### src/rtl/spi_presc_pkg.sv
package spi_presc_pkg;

  localparam int CSR_W    = 16;
  localparam int PRE_W    = 5;
  localparam int PRE_LSB  = 8;
  localparam int CODE_W   = 3;
  localparam int CODE_LSB = 0;
  localparam int DIV_W    = 5;

  typedef struct packed {
    logic [PRE_W-1:0] pre_max;
    logic [DIV_W-1:0] div_max;
  } clk_cfg_t;

  // terminal count of the coded stage: ratio minus one
  function automatic logic [DIV_W-1:0] code_to_max(input logic [CODE_W-1:0] code);
    int ratio;
    case (code)
      3'd7:                      ratio = 1;
      3'd0, 3'd1, 3'd2, 3'd3, 3'd4: ratio = 2 << int'(code);
      default:                   ratio = 2;
    endcase
    return DIV_W'(ratio - 1);
  endfunction

  function automatic clk_cfg_t decode_csr(input logic [CSR_W-1:0] w);
    clk_cfg_t c;
    c.pre_max = w[PRE_LSB +: PRE_W];
    c.div_max = code_to_max(w[CODE_LSB +: CODE_W]);
    return c;
  endfunction

endpackage

### src/rtl/spi_presc_shadow.sv
module spi_presc_shadow
  import spi_presc_pkg::*;
(
  input  logic             clk,
  input  logic             rst,
  input  logic             we,
  input  logic [CSR_W-1:0] wdata,
  input  logic             load,
  output clk_cfg_t         active_cfg
);

  clk_cfg_t pending_q;
  clk_cfg_t active_q;
  clk_cfg_t source;

  // a write in the load cycle goes straight through
  always_comb source = we ? decode_csr(wdata) : pending_q;

  always_ff @(posedge clk) begin
    if (rst) begin
      pending_q <= decode_csr('0);
      active_q  <= decode_csr('0);
    end else begin
      if (we)   pending_q <= decode_csr(wdata);
      if (load) active_q  <= source;
    end
  end

  assign active_cfg = active_q;

endmodule

### src/rtl/spi_presc_stage.sv
module spi_presc_stage #(
  parameter int W = 5
) (
  input  logic         clk,
  input  logic         rst,
  input  logic         clear,
  input  logic         adv,
  input  logic [W-1:0] max_val,
  output logic [W-1:0] cnt,
  output logic         at_max
);

  logic [W-1:0] cnt_q;

  always_ff @(posedge clk) begin
    if (rst || clear)   cnt_q <= '0;
    else if (adv)       cnt_q <= (cnt_q == max_val) ? '0 : cnt_q + W'(1);
  end

  assign cnt    = cnt_q;
  assign at_max = (cnt_q == max_val);

endmodule

### src/rtl/spi_presc_cascade.sv
module spi_presc_cascade
  import spi_presc_pkg::*;
(
  input  logic             clk,
  input  logic             rst,
  input  logic             run,
  input  clk_cfg_t         cfg,
  output logic [PRE_W-1:0] pre_cnt,
  output logic [DIV_W-1:0] div_cnt,
  output logic             wrap
);

  logic pre_top;
  logic div_top;

  spi_presc_stage #(.W(PRE_W)) u_pre (
    .clk(clk), .rst(rst), .clear(!run), .adv(run),
    .max_val(cfg.pre_max), .cnt(pre_cnt), .at_max(pre_top)
  );

  spi_presc_stage #(.W(DIV_W)) u_div (
    .clk(clk), .rst(rst), .clear(!run), .adv(run && pre_top),
    .max_val(cfg.div_max), .cnt(div_cnt), .at_max(div_top)
  );

  assign wrap = run && pre_top && div_top;

endmodule

### src/rtl/spi_presc_edge.sv
module spi_presc_edge (
  input  logic clk,
  input  logic rst,
  input  logic run,
  input  logic wrap,
  output logic tick,
  output logic phase
);

  logic tick_q;
  logic phase_q;

  always_ff @(posedge clk) begin
    if (rst) begin
      tick_q  <= 1'b0;
      phase_q <= 1'b0;
    end else begin
      tick_q  <= wrap;
      phase_q <= run ? (phase_q ^ wrap) : 1'b0;
    end
  end

  assign tick  = tick_q;
  assign phase = phase_q;

endmodule

### src/rtl/spi_sck_prescaler.sv
module spi_sck_prescaler
  import spi_presc_pkg::*;
(
  input  logic             clk,
  input  logic             rst,
  input  logic             csr_we,
  input  logic [CSR_W-1:0] csr_wdata,
  input  logic             sck_run,
  output logic             edge_tick,
  output logic             sck_phase
);

  clk_cfg_t         active_cfg;
  logic             period_wrap;
  logic             cfg_load;
  logic [PRE_W-1:0] pre_cnt;
  logic [DIV_W-1:0] div_cnt;
  logic [PRE_W-1:0] act_pre_max;
  logic [DIV_W-1:0] act_div_max;

  assign cfg_load    = !sck_run || period_wrap;
  assign act_pre_max = active_cfg.pre_max;
  assign act_div_max = active_cfg.div_max;

  spi_presc_shadow u_shadow (
    .clk(clk), .rst(rst), .we(csr_we), .wdata(csr_wdata),
    .load(cfg_load), .active_cfg(active_cfg)
  );

  spi_presc_cascade u_cascade (
    .clk(clk), .rst(rst), .run(sck_run), .cfg(active_cfg),
    .pre_cnt(pre_cnt), .div_cnt(div_cnt), .wrap(period_wrap)
  );

  spi_presc_edge u_edge (
    .clk(clk), .rst(rst), .run(sck_run), .wrap(period_wrap),
    .tick(edge_tick), .phase(sck_phase)
  );

endmodule

### config.mk
export PLATFORM = sky130hd
export DESIGN_NAME = spi_sck_prescaler
export DESIGN_NICKNAME = d
export VERILOG_FILES = /design/src/rtl/spi_presc_pkg.sv /design/src/rtl/spi_presc_shadow.sv /design/src/rtl/spi_presc_stage.sv /design/src/rtl/spi_presc_cascade.sv /design/src/rtl/spi_presc_edge.sv /design/src/rtl/spi_sck_prescaler.sv
export SDC_FILE = /design/constraint.sdc
export NUM_CORES = 1
export LEC_CHECK = 0
export ABC_AREA = 1
export BUFFER_PORTS_ARGS = -buffer_cell sky130_fd_sc_hd__buf_2
export CAP_MARGIN = 20
export CORE_MARGIN = 2
export CORE_UTILIZATION = 25
export CTS_CLUSTER_SIZE = 30
export DETAILED_ROUTE_END_ITERATION = 16
export GPL_ROUTABILITY_DRIVEN = 0
export GPL_TIMING_DRIVEN = 0
export PLACE_DENSITY_LB_ADDON = 0.12
export SLEW_MARGIN = 5
export SYNTH_ARGS = -nofsm -noshare
export SYNTH_HDL_FRONTEND = slang
export SYNTH_SLANG_ARGS = --single-unit
### constraint.sdc
create_clock -name clk -period 1.2 [get_ports clk]
set_input_delay 0.06 -clock clk [delete_from_list [all_inputs] [get_ports clk]]
set_output_delay 0.06 -clock clk [all_outputs]
set_load 0.01 [all_outputs]
## Yosys cells after proc, flatten, opt, wreduce, memory -nomap -nowiden

Cells that the tools add are included.

- Register bits: 32
- Input bits: 20
- Output and inout port bits: 2
- Word-level logic and storage cells: 36

- Add/subtract/negate cells: 4
- Equality and inequality tests: 7
- Shift operators: 1
- Muxes and demuxes: 6
- Bitwise logic cells: 2
- Reduce and logical (&&, ||, !) cells: 8

Operators with widths:

| operator | count |
|---|---|
| 5-bit two-way mux | 4 |
| 5-bit by 1-bit adder with 5-bit output (second input constant) | 2 |
| 5-bit equality test | 2 |
| 10-bit two-way mux | 1 |
| 5-bit one-hot mux with 2 select lines | 1 |
| 5-bit by 2-bit subtractor with 5-bit output (second input constant) | 2 |
| 3-bit by 2-bit equality test with 1-bit output (second input constant) | 2 |
| 3-bit equality test (second input constant) | 2 |
| 5-bit OR reduction | 1 |
| 2-bit by 3-bit << shifter with 5-bit output (first input constant) | 1 |
| 3-bit by 1-bit equality test with 1-bit output (second input constant) | 1 |
| 3-bit zero test | 1 |
| 1-bit logical AND | 2 |
| 1-bit logical OR | 2 |
| 2-bit OR reduction | 1 |
| 1-bit zero test | 1 |
| 1-bit inverter | 1 |
| 1-bit bitwise XOR | 1 |

## Longest topological paths before layout

- Depth in word-level cells: 6
- Gate-level depth with buffers: 10
- Depth with buffers taken out: 10

## Cells and area by module

From an unflattened synthesis, not the netlist that was laid out.

- Cells, all modules: 213
- Area, all modules: 1544.0 µm²

By module, submodules not included:

| module | times used | cells an instance | area an instance (µm²) | seq. area each (µm²) |
|---|---|---|---|---|
| spi_presc_shadow | 1 | 105 | 818.3 | 400.4 |
| spi_presc_stage | 2 | 45 | 309.0 | 100.1 |
| spi_presc_edge | 1 | 11 | 78.8 | 40.0 |
| spi_presc_cascade | 1 | 5 | 21.3 | 0.0 |
| spi_sck_prescaler | 1 | 2 | 7.5 | 0.0 |

## Least setup slack after synthesis

Ideal clock, no wire load.

- Path type: reg-to-reg
- From: register u_cascade.u_pre.cnt_q[2] (netlist: u_cascade.u_pre.cnt[2])
- To: register u_shadow.active_q (netlist bit u_shadow.active_cfg[3])
- Setup time: 122 ps
- Arrival time: 1155 ps
- Data required time: 1078 ps
- Slack: -77 ps
- Cell stages (with the launch flop): 11
- Buffers on the path: 1
- Clock period less this slack: 1277 ps
- Cell sequence: dfxtp_1 -> inv_2 -> nand2_2 -> nand2_2 -> inv_2 -> nand2_2 -> nor2_2 -> a21oi_4 -> nand2_4 -> buf_12 -> a21oi_2

- Longest elaborated chain between the ends: 4

RTL lines:

| what | line | RTL |
|---|---|---|
| start: declaration | spi_presc_stage.sv:13 | `logic [W-1:0] cnt_q;` |
| start signal: assignment | spi_presc_stage.sv:17 | `else if (adv) cnt_q <= (cnt_q == max_val) ? '0 : cnt_q + W'(1);` |
| 5-bit equality test | spi_presc_stage.sv:21 | `assign at_max = (cnt_q == max_val);` |
| 1-bit logical AND (2 in a row) | spi_presc_cascade.sv:26 | `assign wrap = run && pre_top && div_top;` |
| 1-bit logical OR | spi_sck_prescaler.sv:21 | `assign cfg_load = !sck_run \|\| period_wrap;` |
| end signal: assignment | spi_presc_shadow.sv:22 | `active_q <= decode_csr('0);` |
| end signal: assignment | spi_presc_shadow.sv:25 | `if (load) active_q <= source;` |
| end: declaration | spi_presc_shadow.sv:13 | `clk_cfg_t active_q;` |

Every way passes these cells.
A chain may end at the register's enable or synchronous reset.

## Worst setup path after layout

- From: register u_cascade.u_div.cnt_q[2] (netlist: u_cascade.u_div.cnt[2])
- To: register u_shadow.active_q (netlist bit u_shadow.active_cfg[2])

- Longest elaborated chain between the ends: 3

RTL lines:

| what | line |
|---|---|
| start: declaration | spi_presc_stage.sv:13 |
| start signal: assignment | spi_presc_stage.sv:17 |
| 5-bit equality test | spi_presc_stage.sv:21 |
| 1-bit logical AND | spi_presc_cascade.sv:26 |
| 1-bit logical OR | spi_sck_prescaler.sv:21 |

Every way passes these cells.

==> results by group <==
Outcome
  – Outcome: complete, but fails checks
  – Violations in the final reports: negative setup slack

Timing
  – Post-layout worst setup margin: -0.150 ns
  – Final hold violations: 0
  – Maximum frequency from static timing analysis: 0.741 GHz
  – Relative slew slack: 0.725
  – Tcrit/Tclk final: 1.12
  – Post-Route Hold Slack: 0.0251 ns
  – Clock Skews: 0.0112 ns
  – Setup Viol. Count Final: 16
  – Slew at the pin closest to its max-slew limit: 0.412 ns
  – Unrepaired setup endpoints after global routing: yes
  – Period minus WS final: 1.35 ns
  – Total count of max-transition violations in the final report: 0

Clock tree
  – CTS tree: built
  – Total CTS buffers: 5
  – Source-to-sink clock delay at the later pin of the worst-skew pair: 0.29 ns
  – Num Clock Sinks: 32
  – Maximum clock insertion buffer count: 2
  – Count of hold buffers inserted by post-cts repair: 0
  – Number of levels the H-tree was split into: 2
  – Clock edge transition at the registers on the reported setup and hold paths: 0.08 ns
  – Root buffer selected by CTS: clkbuf_8

Finish
  – Number of fillers in the final layout: 691
  – Diodes inserted: 0
  – # nets final: 277
  – Area growth from synthesis to layout: 30.9%
  – Proportion of layout cells with a drive suffix above 1: 0.412

Worst setup path
  – CP endpoint kind: register
  – Data arrival time at the worst-slack endpoint: 1.57 ns
  – Reg-to-Reg End: u_shadow.active_cfg[2]
  – Data required time at the worst endpoint: 1.42 ns
  – Number of cell instances on the worst register-to-register path: 8
  – Maximum net fanout on the critical path: 6
  – Reg-to-reg critical path startpoint: u_cascade.u_div.cnt[2]
  – Minimum setup slack among reg-to-reg paths: -0.15 ns
  – Crit start category: register
  – Crit. Startpoint: u_cascade.u_div.cnt[2]
  – Critical path class: register to register

Die
  – Number of placed I/O pins: 22
  – Core Area: 6390 µm²
  – Die width: 85.5 µm
  – Initial core utilization: 0.260
  – Die area: 7310 µm²
  – Die Ht: 85.5 µm
  – Std-Cell Rows: 29

Yosys
  – Seq cells post-synth: 32
  – Yosys warns: 0
  – Average footprint of a synthesized cell: 7.35 µm²
  – Fraction of the yosys area taken by sequential cells: 0.386
  – Mapped Nets: 249
  – Most instantiated library cell after synthesis: nand2_1
  – Cell area after synthesis: 1660 µm²
  – Number of synthesized flops with an enable pin: 0
  – Synth top cells by count: 65 x nand2_1, 32 x dfxtp_1, 30 x inv_1
  – Unique cell type count in the Yosys netlist: 30
  – Biggest area contributors in the synthesized netlist: dfxtp_1 39%, nand2_1 15%, inv_1 6.8%, nor2_1 5.9%, a21oi_2 5.3%
  – Top cell type by total area after synthesis: dfxtp_1
  – Share of Yosys cell area claimed by the top area cell type: 0.386
  – Post-synthesis instance total: 226
  – Async SR Flop Fraction: 0
  – Flip-flop cell with the highest count after synthesis: dfxtp_1

Place
  – Pre-CTS setup slack: -0.211 ns
  – Port-buffer cells: 13
  – Detailed-placement wirelength estimate: 2470 µm

Power
  – Total chip power: 2.82 mW
  – Comb pwr share: 0.176
  – Clk pwr share: 0.407
  – Switching power of the nets: 0.759 mW
  – Internal power summed over all cells: 2.07 mW
  – Net switching share of the total power: 0.269
  – Power share of the sequential group: 0.417
  – VDD IR-drop max: 0.464 mV
  – Power density of the placed cells: 1300 nW/µm²
  – Leakage power figure: 0.972 nW

Min path
  – Min-Delay Endpoint: u_edge.tick
  – Type of the worst min-delay path: input port to register
  – Hold path startpoint: rst
  – Hold Crit Depth: 2

Drt
  – Average wire length per cell after detail routing: 10.4 µm
  – Number of detailed-routing iterations run before antenna repair: 3
  – Detailed-route via count: 1385
  – Via density: 4.17
  – DRT antenna net count: 0
  – Post-Route WL: 3440 µm
  – Remaining DRCs: 0
  – Iteration-0 DRC Markers: 28

GRT
  – Overflow after GRT: 0
  – Antenna violations before repair: 0
  – Overall track demand over capacity in global routing: 0.106
  – Via count of the first global-routing pass: 1317
  – Pin count of the biggest net entering global routing: 11
  – Wire length of the first global-routing pass: 6070 µm

Job
  – MaxCap Viol Count: 0
-- logic make-up (layout without fill, tap and decap cells) --
group / Yosys count / after routing / synth area share
adder cells (fa/ha/maj): 3 / 3 / 0.0226
XOR/XNOR: 10 / 10 / 0.0572
AO/OA/AOI/OAI: 19 / 20 / 0.0949
flip-flops: 32 / 32 / 0.386
AND/OR/NAND/NOR: 123 / 123 / 0.337
buffers and inverters: 39 / 67 / 0.102
-- power groups by stage --
| stage | clock [mW] | sequential [mW] | combinational (mW) |
|---|---|---|---|
| 6_report | 1.15 | 1.18 | 0.498 |
| 5_1_grt | 1.22 | 1.19 | 0.564 |
| 4_1_cts | 1.18 | 1.18 | 0.473 |
| 3_5_place_dp | 0 | 1.20 | 0.418 |
| 3_3_place_gp | 0 | 1.20 | 0.419 |
| 2_1_floorplan | 0 | 1.18 | 0.332 |
-- worst max-delay path, stage by stage, from the launching register on --
cell and delay (ns):
dfxtp_1 0.30, buf_4 0.16, xnor2_2 0.13, nand2_2 0.09
nor2_4 0.05, a21oi_4 0.17, nand2_4 0.11, clkbuf_16 0.18
a21oi_2 0.10
-- layer usage --
layer / track usage / wire [µm]
met4: 0.0476 / 72
met5: 0 / 0
met3: 0.0337 / 119
met1: 0.136 / 1710
met2: 0.162 / 1540
-- timing repair --
action,in CTS,in global routing
setup endpoints to repair,17,23
resized for setup,25,22
gates cloned,1,1
pin swaps,8,13
setup buffers,4,2
-- final cells by class --
cell class	count	area (µm²)	area share
buffer	4	38.8	0.0178
inverter	35	134	0.0616
clock buffer	7	96.3	0.0443
tap	77	96.3	0.0443
multi-input combinational	156	972	0.447
sequential	32	668	0.307
clock inverter	1	30.0	0.0138
timing repair buffer	20	139	0.0639
-- cells in the final DEF (no fill, tap or decap), types with 2 or more instances in the layout --
cell type and instances:
xnor2_2 2, xnor2_1 2, o21ai_0 2, ha_1 3, nand3_1 10, dfxtp_4 4, nand2_2 12, nand2_4 2
nand3_2 4, nor3_2 3, nand2_1 55, nand3b_1 3, buf_4 7, nor2_1 21, inv_1 24, inv_2 9
nor2_4 5, clkbuf_8 7, xor2_1 5, a21oi_2 11, dfxtp_1 18, buf_2 13, a21oi_1 3, dfxtp_2 10
nor2_2 5
-- sequential cells by signal, summed over array words and instances, names as in the netlist --
signal	count
u_cascade.u_div.cnt	5
u_cascade.u_pre.cnt	5
u_edge.phase	1
u_edge.tick	1
u_shadow.active_cfg	10
u_shadow.pending_q	10
-- worst max-delay path by stage --
stage	end	slack, ns	depth (start not counted)
2_1_floorplan	u_shadow.active_cfg[3]	-0.02	7
3_3_place_gp	u_shadow.active_cfg[1]	-0.22	8
3_5_place_dp	u_shadow.active_cfg[1]	-0.21	8
4_1_cts	u_shadow.active_cfg[3]	-0.15	10
5_1_grt	u_shadow.active_cfg[8]	-0.24	7
6_report	u_shadow.active_cfg[2]	-0.15	8
-- metrics by stage --
step | util | std cells | TNS (ns) | instance area [µm²]
2_1_floorplan | - | 226 | -0.158 | 1680
3_3_place_gp | 0.289 | 316 | -2.75 | 1840
3_5_place_dp | 0.289 | 316 | -2.54 | 1840
4_1_cts | 0.326 | 329 | -1.94 | 2080
5_1_grt | 0.341 | 332 | -3.58 | 2170
6_report | 0.341 | 332 | -1.88 | 2170
Power figures use the tool's default switching activity.
